File: src/rtl/xtkbd_pkg.sv
package xtkbd_pkg;
    localparam int FRAME_W     = 9;
    localparam int CODE_W      = FRAME_W - 1;
    localparam int SYNC_STAGES = 2;

    typedef struct packed {
        logic [FRAME_W-1:0] frame;
        logic               clk_pull;
    } rx_state_t;
endpackage

File: src/rtl/xtkbd_sync.sv
module xtkbd_sync #(
    parameter int         W       = 2,
    parameter int         STAGES  = 2,
    parameter logic [W-1:0] RST_VAL = '1
) (
    input  logic         clk,
    input  logic         rst_n,
    input  logic [W-1:0] d_i,
    output logic [W-1:0] q_o
);
    logic [STAGES-1:0][W-1:0] pipe_d, pipe_q;

    always_comb begin
        pipe_d[0] = d_i;
        for (int i = 1; i < STAGES; i++) begin
            pipe_d[i] = pipe_q[i-1];
        end
    end

    always_ff @(posedge clk or negedge rst_n) begin
        if (!rst_n) pipe_q <= {STAGES{RST_VAL}};
        else        pipe_q <= pipe_d;
    end

    assign q_o = pipe_q[STAGES-1];
endmodule

File: src/rtl/xtkbd_fall.sv
module xtkbd_fall (
    input  logic clk,
    input  logic rst_n,
    input  logic level_i,
    output logic fall_o
);
    logic prev_d, prev_q;

    always_comb prev_d = level_i;

    always_ff @(posedge clk or negedge rst_n) begin
        if (!rst_n) prev_q <= 1'b1;
        else        prev_q <= prev_d;
    end

    assign fall_o = prev_q & ~level_i;

    AST_FALL_SINGLE_CYCLE: assert property (@(posedge clk) disable iff (!rst_n)
        fall_o |=> !fall_o);
endmodule

File: src/rtl/xtkbd_shreg.sv
module xtkbd_shreg
    import xtkbd_pkg::*;
#(
    parameter int FW = FRAME_W
) (
    input  logic          clk,
    input  logic          rst_n,
    input  logic          enable_i,
    input  logic          fall_i,
    input  logic          data_i,
    input  logic          clk_hold_i,
    output logic [FW-1:0] frame_o,
    output logic          clk_pull_o
);
    logic [FW-1:0] frame_d, frame_q;
    logic          pull_d, pull_q;

    always_comb begin
        frame_d = frame_q;
        pull_d  = clk_hold_i;
        if (!enable_i) begin
            frame_d = '0;
        end else if (fall_i) begin
            frame_d = {data_i, frame_q[FW-1:1]};
        end
    end

    always_ff @(posedge clk or negedge rst_n) begin
        if (!rst_n) begin
            frame_q <= '0;
            pull_q  <= 1'b0;
        end else begin
            frame_q <= frame_d;
            pull_q  <= pull_d;
        end
    end

    assign frame_o    = frame_q;
    assign clk_pull_o = pull_q;

    AST_CLEAR_WHEN_DISABLED: assert property (@(posedge clk) disable iff (!rst_n)
        !enable_i |=> (frame_q == '0));
    AST_HOLD_WITHOUT_EDGE: assert property (@(posedge clk) disable iff (!rst_n)
        (enable_i && !fall_i) |=> $stable(frame_q));
    AST_SHIFT_ON_EDGE: assert property (@(posedge clk) disable iff (!rst_n)
        (enable_i && fall_i) |=> (frame_q[FW-2:0] == $past(frame_q[FW-1:1]))
                                 && (frame_q[FW-1] == $past(data_i)));
    AST_CLK_PULL_FOLLOWS: assert property (@(posedge clk) disable iff (!rst_n)
        clk_hold_i |=> clk_pull_o);
endmodule

File: src/rtl/xtkbd_receiver.sv
module xtkbd_receiver
    import xtkbd_pkg::*;
#(
    parameter int FW     = FRAME_W,
    parameter int STAGES = SYNC_STAGES
) (
    input  logic          clk,
    input  logic          rst_n,
    input  logic          kbd_clk_i,
    input  logic          kbd_data_i,
    input  logic          host_enable_i,
    input  logic          host_clk_hold_i,
    output logic [FW-2:0] scan_code_o,
    output logic          kbd_irq_o,
    output logic          kbd_data_pull_o,
    output logic          kbd_clk_pull_o
);
    localparam int CW = FW - 1;

    logic [1:0]    lines_s;
    logic          fall;
    logic [FW-1:0] frame;

    xtkbd_sync #(.W(2), .STAGES(STAGES), .RST_VAL(2'b11)) i_sync (
        .clk   (clk),
        .rst_n (rst_n),
        .d_i   ({kbd_clk_i, kbd_data_i}),
        .q_o   (lines_s)
    );

    xtkbd_fall i_fall (
        .clk     (clk),
        .rst_n   (rst_n),
        .level_i (lines_s[1]),
        .fall_o  (fall)
    );

    xtkbd_shreg #(.FW(FW)) i_shreg (
        .clk        (clk),
        .rst_n      (rst_n),
        .enable_i   (host_enable_i),
        .fall_i     (fall),
        .data_i     (lines_s[0]),
        .clk_hold_i (host_clk_hold_i),
        .frame_o    (frame),
        .clk_pull_o (kbd_clk_pull_o)
    );

    assign scan_code_o     = frame[CW:1];
    assign kbd_irq_o       = frame[0];
    assign kbd_data_pull_o = frame[0];

    AST_IRQ_HELD_UNTIL_EDGE: assert property (@(posedge clk) disable iff (!rst_n)
        (kbd_irq_o && host_enable_i && !fall) |=> kbd_irq_o);
    AST_PULL_MATCHES_IRQ: assert property (@(posedge clk) disable iff (!rst_n)
        kbd_data_pull_o == kbd_irq_o);
endmodule

File: config.mk
export PLATFORM = sky130hd
export DESIGN_NAME = xtkbd_receiver
export DESIGN_NICKNAME = d
export VERILOG_FILES = /design/src/rtl/xtkbd_pkg.sv /design/src/rtl/xtkbd_sync.sv /design/src/rtl/xtkbd_fall.sv /design/src/rtl/xtkbd_shreg.sv /design/src/rtl/xtkbd_receiver.sv
export SDC_FILE = /design/constraint.sdc
export NUM_CORES = 1
export LEC_CHECK = 0
export ABC_AREA = 0
export BUFFER_PORTS_ARGS = -buffer_cell sky130_fd_sc_hd__buf_2
export CORE_AREA = 5 5 42 44
export CTS_CLUSTER_DIAMETER = 50
export DETAILED_ROUTE_END_ITERATION = 8
export DIE_AREA = 0 0 47 49
export PLACE_DENSITY = 0.64
export SKIP_LAST_GASP = 1
export SYNTH_ARGS = -nofsm -noshare
export SYNTH_HDL_FRONTEND = slang
export SYNTH_SLANG_ARGS = --single-unit
File: constraint.sdc
create_clock -name clk -period 2.19 [get_ports clk]
set_clock_uncertainty 0.2 [all_clocks]
set_input_delay 0.5475 -clock clk [delete_from_list [all_inputs] [get_ports clk]]
set_output_delay 0.5475 -clock clk [all_outputs]
set_load 0.05 [all_outputs]
# Word level (Yosys, flattened, before mapping)
# Index checks and enable logic that the tools add are counted.
op_classes:
  mux: 2
  eq_ne: 1
  bitwise: 2
op_table:
  columns: ["op", "n"]
  rows:
  - ["two-way mux 9 bit", 2]
  - ["!= test 2 x 1 -> 1 bit, second input constant", 1]
  - ["AND 1 bit", 1]
  - ["inverter 1 bit", 1]
word_totals:
  word_cells: 10
  regBits: 15
  output_inout_bits: 11

# Logic depth before layout (Yosys ltp)
# Gate-level depths: netlist (run 1).
depth:
  ltp_word: 4
  depth_mapped: 3
  mapped_depth_nobuf: 2

# Modules after synthesis
# Synthesis (run 1) repeated with hierarchy kept, for this count alone.
unflattened:
  hier_cells: 36
  hier_area_um2: 560.5
by_module_without_submodules:
  columns: ["mod", "seq_area_each_um2", "area_per_inst_um2", "n_inst", "cells_each"]
  rows:
  - ["xtkbd_shreg", 250.2, 407.9, 1, 29]
  - ["xtkbd_sync", 105.1, 105.1, 1, 4]
  - ["xtkbd_fall", 26.3, 40.0, 1, 2]
  - ["xtkbd_receiver", 0.0, 7.5, 1, 1]

# Least setup slack after synthesis (run 1)
# No wires, ideal clock.
synth_path:
  path_kind: "reg-to-output"
  startpoint: "register i_shreg.frame_q[0], in the netlist i_shreg.frame_o[0]"
  endpoint: "output kbd_irq_o"
  setup_slack_ps: 539
  t_arrival_ps: 904
  required_time_ps: 1442
  path_stages_with_launch: 2
  cell_sequence: "dfrtp_1 -> buf_4"
synth_rtl:
  columns: ["item", "line_no", "rtl"]
  rows:
  - ["start, declared", "xtkbd_shreg.sv:15", "logic [FW-1:0] frame_d, frame_q;"]
  - ["start signal, assigned", "xtkbd_shreg.sv:33", "frame_q <= frame_d;"]
  - ["end, declared", "xtkbd_receiver.sv:14", "output logic kbd_irq_o,"]
# No word-level cell between the ends.

# Worst setup path in the final report (run 1)
layout_path:
  startpoint: "register i_shreg.frame_q[0], in the netlist i_shreg.frame_o[0]"
  endpoint: "output kbd_irq_o"
# No word-level cell between the ends.

==> results of run 1 <==
-- registers in the layout, indices dropped and copies added, names as in the netlist --
| signal | flops |
|---|---|
| i_shreg.clk_pull_o | 1 |
| i_shreg.frame_o | 9 |
| i_sync.pipe_d | 2 |
| i_fall.prev_q | 1 |
| i_sync.q_o | 2 |
-- placed cells by master (no fill, tap or decap) --
cell type / instances
buf_2: 16
nand2_1: 10
dfrtp_1: 10
mux2i_1: 9
dfstp_2: 5
clkbuf_4: 3
nand2b_4: 1
clkbuf_1: 1
dlygate4sd3_1: 1
-- metal layers --
layer | vias up | wire [um] | GRT usage, %
li1 | 160 | - | -
met1 | 154 | 380 | 11.7
met2 | 17 | 391 | 13.8
met3 | 0 | 84 | 3.32
met4 | 0 | 0 | 5.53
met5 | - | 0 | 0
-- cells in the mapped netlist (all sizes together) --
| library cell | instances | area share, % |
|---|---|---|
| mux2i | 9 | 16 |
| nand2 | 10 | 6.9 |
| dfstp | 5 | 24 |
| nand2b | 1 | 2.5 |
| dfrtp | 10 | 46 |
| clkbuf | 1 | 0.91 |
| buf | 2 | 3.4 |
-- power by group through the flow --
stage / clock network (uW) / logic (uW) / registers [uW]
5_1_grt: 176 / 37.3 / 291
4_1_cts: 157 / 35.0 / 290
6_report: 148 / 34.0 / 290
2_1_floorplan: 0 / 13.8 / 303
3_5_place_dp: 0 / 33.5 / 295
3_3_place_gp: 0 / 33.1 / 295
-- through the flow --
stage	cell area, sq um	hold WS, ns	setup slack, ns	utilization (%)
floorplan	547	0.0519	0.539	-
global placement	623	0.146	0.851	44.5
detailed placement	623	0.149	0.841	44.5
CTS	659	0.158	0.523	47.1
global route	659	0.140	0.468	47.1
finish	659	0.159	0.543	47.1
-- cell type report --
| class | count | area share, % |
|---|---|---|
| Clock buffer | 4 | 3.98 |
| Timing Repair Buffer | 17 | 13.7 |
| Multi-Input combinational cell | 20 | 21.4 |
| Tap cell | 16 | 3.04 |
| Sequential cell | 15 | 57.9 |
-- worst max path at each step --
| stage | from | end | slack (ns) |
|---|---|---|---|
| floorplan | i_shreg.frame_o[0]$_DFFE_PN0P_ | kbd_irq_o | 0.54 |
| global placement | i_shreg.frame_o[7]$_DFFE_PN0P_ | scan_code_o[6] | 0.85 |
| detailed placement | i_shreg.frame_o[0]$_DFFE_PN0P_ | kbd_irq_o | 0.84 |
| CTS | i_shreg.frame_o[0]$_DFFE_PN0P_ | kbd_irq_o | 0.52 |
| global route | i_shreg.frame_o[0]$_DFFE_PN0P_ | kbd_irq_o | 0.47 |
| finish | i_shreg.frame_o[0]$_DFFE_PN0P_ | kbd_irq_o | 0.54 |
-- cell families after synthesis --
logic type	synth area share (%)
buffers and inverters	4.35
flip-flops	69.8
multiplexers	16.5
AND/OR/NAND/NOR	9.38
==> results by group, run 1 <==
Run status
  • Outcome: completed

GRT
  • GR Overflow Total: 0
  • GRT Overall Usage: 9.47%
  • Largest net degree at the start of global routing: 16
  • Global-route wire length before repair: 1570 um
  • Vias in the first global route: 365
  • Initial antenna violation count: 0

Floorplan
  • Top Ports: 17
  • Die Wd: between 40 and 50 um
  • Full die area: 2300 sq um
  • Initial core utilization: between 30% and 40%
  • Row cnt: 14
  • Core box area: 1400 sq um
  • Die height: 49 um

Critical path
  • Worst path arrival time: ~0.90 ns
  • Reg2reg path depth: 2
  • Critical path fanouts, max: 3
  • Levels on crit path: 1
  • Worst R2R Start: i_sync.q_o[1]$_DFF_PN1_
  • Highest cell delay on the worst timing path: 0.36 ns
  • Crit-path slowest cell: dfrtp_1
  • Crit Path Class: register to output port
  • Reg2Reg Setup Slack: 0.95 ns
  • FF-to-FF End: i_shreg.frame_o[7]$_DFFE_PN0P_
  • Crit-path cells: buf_2
  • Startpoint Class: register
  • WP data required: 1.44 ns
  • Worst path top cell family by delay: flip-flops
  • Element type at the critical path end: output port
  • Buf+Inv Stages, Crit Path: 1

STA
  • Slew @ Worst Pin: 0.322 ns
  • TNS Setup: 0 ns
  • Hold Vio Cnt, Final: 0
  • Fin. max-slew vios: 0
  • Setup violations, final: 0
  • Max-slew headroom at the worst pin: 78.6%
  • RSZ-0062 raised after global routing: false
  • Min cycle time layout: 1.65 ns
  • Period Utilization, post-route: 75.2%
  • Fmax: 607 MHz

Worst hold path
  • Worst hold stages: 0
  • HP Start: i_sync.pipe_d[3]$_DFF_PN1_
  • Worst hold endpoint: i_sync.q_o[1]$_DFF_PN1_
  • Min-delay worst type: register to register

Route
  • Routed Wire Length: 857 um
  • Via-to-Cell Ratio: 4.60
  • Via Count: about 330
  • Avg WL per Cell: 11.9 um
  • DRC Markers: 0
  • 1st-iter DRT viols: 7
  • Drt first pass iters: 4
  • Routed Antenna Nets: 0

Clock network
  • Worst-path clk slew: 0.09 ns
  • CTS root buf: clkbuf_4
  • Post-CTS Resized: 0
  • Post-CTS setup repair buffer count: 0
  • Total CTS buffers: 3
  • Clk sinks: 15
  • Hold_buf cts: 1
  • Worst-skew pair later-pin latency: 0.27 ns
  • CTS tree: yes
  • Max clock buf depth: 2
  • H-tree levels: 1

Place
  • Routability cong.: 0.725
  • Number of port buffers: 16
  • Inst Count DP: 67
  • Post-DP HPWL: ~630 um

Yosys
  • Synth Warn #: 0
  • Net Count, Synth: 44
  • Avg Inst Size Synth: 14.4 sq um
  • Post-Syn Instances: 38
  • Seq/Total Area, Yosys: a little over two thirds
  • Cell Area, Synth: approximately 550 sq um
  • Yosys reg bits: 15
  • Cell variety after synth: 8

Power and ir drop
  • Logic pwr share: 7.2%
  • Total power: 472 uW
  • Switching share of total power: roughly 22%
  • Net switching component of the power: 103 uW
  • Power share of the clock group: 31.3%
  • Seq pwr share: 61.5%
  • Leakage power: 0.000374 uW
  • Peak VDD IR: 0.489 mV
  • Power Dens Cells: a little over 700 nW/um^2
  • Internal power: roughly 370 uW

Finish
  • Final net count: 63
  • Sequential cell area: 382 sq um
  • Area added between synthesis and finish: 20.6%
  • Ant. Diodes: 0
  • Area of the multi-input gates: 141 sq um
  • Fin cells: 72
  • Fraction of layout cells with a size suffix above 1: 44.6%
  • Fill count: around 140

Flow run
  • Max-Cap Viols: 0
Power figures use the tool's default switching activity.
==> run 2, diff against run 1 <==
--- a/config.mk
+++ b/config.mk
@@ -5,13 +5,13 @@
 export SDC_FILE = /design/constraint.sdc
 export NUM_CORES = 1
 export LEC_CHECK = 0
-export ABC_AREA = 0
+export ABC_AREA = 1
 export BUFFER_PORTS_ARGS = -buffer_cell sky130_fd_sc_hd__buf_2
-export CORE_AREA = 5 5 42 44
+export CORE_MARGIN = 5
+export CORE_UTILIZATION = 42
 export CTS_CLUSTER_DIAMETER = 50
 export DETAILED_ROUTE_END_ITERATION = 8
-export DIE_AREA = 0 0 47 49
-export PLACE_DENSITY = 0.64
+export PLACE_DENSITY = 0.67
 export SKIP_LAST_GASP = 1
 export SYNTH_ARGS = -nofsm -noshare
 export SYNTH_HDL_FRONTEND = slang
==> constraint.sdc (replaced) <==
create_clock -name clk -period 1.5 [get_ports clk]
set_clock_uncertainty 0.2 [all_clocks]
set_input_delay 0.375 -clock clk [delete_from_list [all_inputs] [get_ports clk]]
set_output_delay 0.375 -clock clk [all_outputs]
set_load 0.05 [all_outputs]
==> run 2 against run 1 <==
Sequential share of layout area is 7.5 points lower. Critical endpoint is now scan_code_o[5]. Critical path type unchanged. Core utilization is 11 points higher. Via count is 29% higher. Setup slack worse by 0.52 ns.
==> results by group, run 2 <==
GRT
  • Largest net degree at the start of global routing: 16
  • Vias in the first global route: 364
  • GRT Overall Usage: 10.7%
  • GR Overflow Total: 0
  • Global-route wire length before repair: approximately 1600 um
  • Initial antenna violation count: 0

Critical path
  • Crit-path cells: buf_2
  • WP data required: 0.92 ns
  • Highest cell delay on the worst timing path: 0.35 ns
  • Worst path top cell family by delay: flip-flops
  • Element type at the critical path end: output port
  • Worst path arrival time: 0.90 ns
  • FF-to-FF End: i_shreg.frame_o[4]$_DFFE_PN0P_
  • Worst R2R Start: i_sync.q_o[1]$_DFF_PN1_
  • Critical path fanouts, max: 2
  • Reg2Reg Setup Slack: 0.31 ns
  • Buf+Inv Stages, Crit Path: 1
  • Reg2reg path depth: 4
  • Levels on crit path: 1
  • Startpoint Class: register
  • Crit-path slowest cell: dfrtp_1
  • Crit Path Class: register to output port

Floorplan
  • Full die area: between 2000 and 2500 sq um
  • Initial core utilization: 44.9%
  • Row cnt: 13
  • Die Wd: 47.3 um
  • Die height: 47.3 um
  • Core box area: 1300 sq um
  • Top Ports: 17

Power and ir drop
  • Leakage power: roughly 0.00048 uW
  • Power Dens Cells: 932 nW/um^2
  • Logic pwr share: roughly 7.5%
  • Power share of the clock group: between 30% and 40%
  • Net switching component of the power: 170 uW
  • Seq pwr share: 60.2%
  • Switching share of total power: 24.1%
  • Internal power: 536 uW
  • Peak VDD IR: 0.552 mV

Yosys
  • Compound-Gate Fraction of Synth Area: 0%
  • Synth Flop Type: dfrtp_1
  • Cell accounting for the most synthesized area: dfrtp_1
  • Post-synthesis simple-gate area fraction: 26.1%
  • Cell variety after synth: 11
  • Post-Synth Adder-Cell Area: 0%
  • Post-synth EDFFs: 0
  • Top post-synthesis cells by area: dfrtp_1 (43%), dfstp_2 (22%), nand2_1 (21%)
  • Yosys reg bits: 15
  • Synth Warn #: 0
  • Net Count, Synth: 70
  • Cell Area, Synth: 584 sq um
  • Most instantiated cells after synthesis: nand2_1 (33), dfrtp_1 (10), inv_1 (8), dfstp_2 (5), inv_2 (2)
  • Post-Synth XOR/XNOR Area: 0%
  • Seq/Total Area, Yosys: 65.3%
  • Avg Inst Size Synth: 9.13 sq um
  • Main combinational cell family by area after synthesis: simple AND/OR/NAND/NOR gates
  • Post-Syn Instances: 64
  • Cell with the most instances after synthesis: nand2_1
  • Multiplexer share of the synthesized area: 0%
  • Post-synth top area share: 42.8%
  • Async SR Flop Fraction: 100%

Clock network
  • Clk sinks: 15
  • Max clock buf depth: 2
  • CTS tree: yes
  • Worst-skew pair later-pin latency: 0.28 ns
  • Total CTS buffers: 3
  • H-tree levels: 1
  • Worst-path clk slew: 0.09 ns
  • CTS root buf: clkbuf_4

Worst hold path
  • Worst hold endpoint: i_sync.q_o[1]$_DFF_PN1_
  • HP Start: i_sync.pipe_d[3]$_DFF_PN1_
  • Min-delay worst type: register to register
  • Worst hold stages: 0

Route
  • Avg WL per Cell: 10.1 um
  • Via Count: 426
  • Routed Wire Length: between 1000 and 1500 um
  • Via-to-Cell Ratio: roughly 4.2
  • Routed Antenna Nets: 0
  • 1st-iter DRT viols: 3
  • Drt first pass iters: 3
  • DRC Markers: 0

Finish
  • Area added between synthesis and finish: 29.8%
  • Most frequent cells in the layout: nand2_1 (33), buf_2 (11), dfrtp_1 (10)
  • Most common cell after layout, fill and taps aside: nand2_1
  • Final net count: 94
  • Fraction of layout cells with a size suffix above 1: 34.5%
  • Ant. Diodes: 0
  • Fin util: 58.3%
  • Max reg flops: 9

Run status
  • Outcome: completed

STA
  • Period Utilization, post-route: a little over nine tenths
  • RSZ-0062 raised after global routing: false
  • Fin. max-slew vios: 0
  • Slew @ Worst Pin: approximately 0.32 ns
  • Fmax: between 600 and 700 MHz
  • Max-slew headroom at the worst pin: 79.0%
  • Hold Worst Slack: roughly 0.16 ns
  • Min cycle time layout: 1.47 ns
  • Setup violations, final: 0
  • TNS Setup: 0 ns
  • Hold Vio Cnt, Final: 0

Place
  • Number of port buffers: 16
  • Post-DP HPWL: roughly 700 um
  • Routability cong.: ~0.73

Flow run
  • Max-Cap Viols: 0
## run 2: timing repair
item,CTS,global route
hold endpoints to repair,13,0
setup buffers,0,1
gates resized for setup,0,7
endpoints found under the setup margin,2,5
hold buffers,4,0
## run 2: layout make-up
cell class / count / area (sq um)
fillers: 113 / 543
flip-flops and latches: 15 / 382
multi-input cells: 37 / 153
repair buffers: 21 / 140
inverters: 10 / 37.5
clock buffers: 3 / 22.5
well taps: 15 / 18.8
clock inverters: 1 / 5.00
## run 2: worst reg2reg max path, cell delays in order, from the launching register on
cell and delay, ns:
dfstp_2 0.58, inv_2 0.05, nand2_2 0.14, nand2_1 0.08, nand2_1 0.08
## run 2: power by group through the flow
stage | logic (uW) | registers (uW) | clock network, uW
floorplan | 15.0 | 444 | 0
global placement | 45.9 | 432 | 0
detailed placement | 46.8 | 433 | 0
CTS | 54.6 | 426 | 236
global route | 59.2 | 427 | 249
finish | 53.1 | 425 | 228
## run 2: cells by family after synthesis
logic type,Yosys count
and+or+nand+nor,37
DFF,15
buffers and inverters,12
## run 2: worst max path at each step
stage / to / slack, ns / startpoint
after floorplan: kbd_irq_o / 0.02 / i_shreg.frame_o[0]$_DFFE_PN0P_
after global placement: kbd_data_pull_o / 0.32 / i_shreg.frame_o[0]$_DFFE_PN0P_
after detailed placement: kbd_irq_o / 0.30 / i_shreg.frame_o[0]$_DFFE_PN0P_
after CTS: kbd_irq_o / -0.03 / i_shreg.frame_o[0]$_DFFE_PN0P_
after global routing: scan_code_o[0] / 0.0003 / i_shreg.frame_o[1]$_DFFE_PN0P_
final: scan_code_o[5] / 0.03 / i_shreg.frame_o[6]$_DFFE_PN0P_
## run 2: routing by layer
layer	wire length [um]	GRT usage, %	share of wire (%)
met3	50	2.30	4.9
met1	496	13.8	48
met4	10	9.94	0.97
met5	0	0	0
met2	469	14.7	46
## run 2: per-stage QoR
step                power [uW]  area [sq um]  cells  setup WS, ns
floorplan                  459           584     64        0.0209
global placement           478           671     93         0.324
detailed placement         480           671     93         0.299
CTS                        717           738    101       -0.0293
global route               735           758    102      0.000280
finish                     707           758    102        0.0255
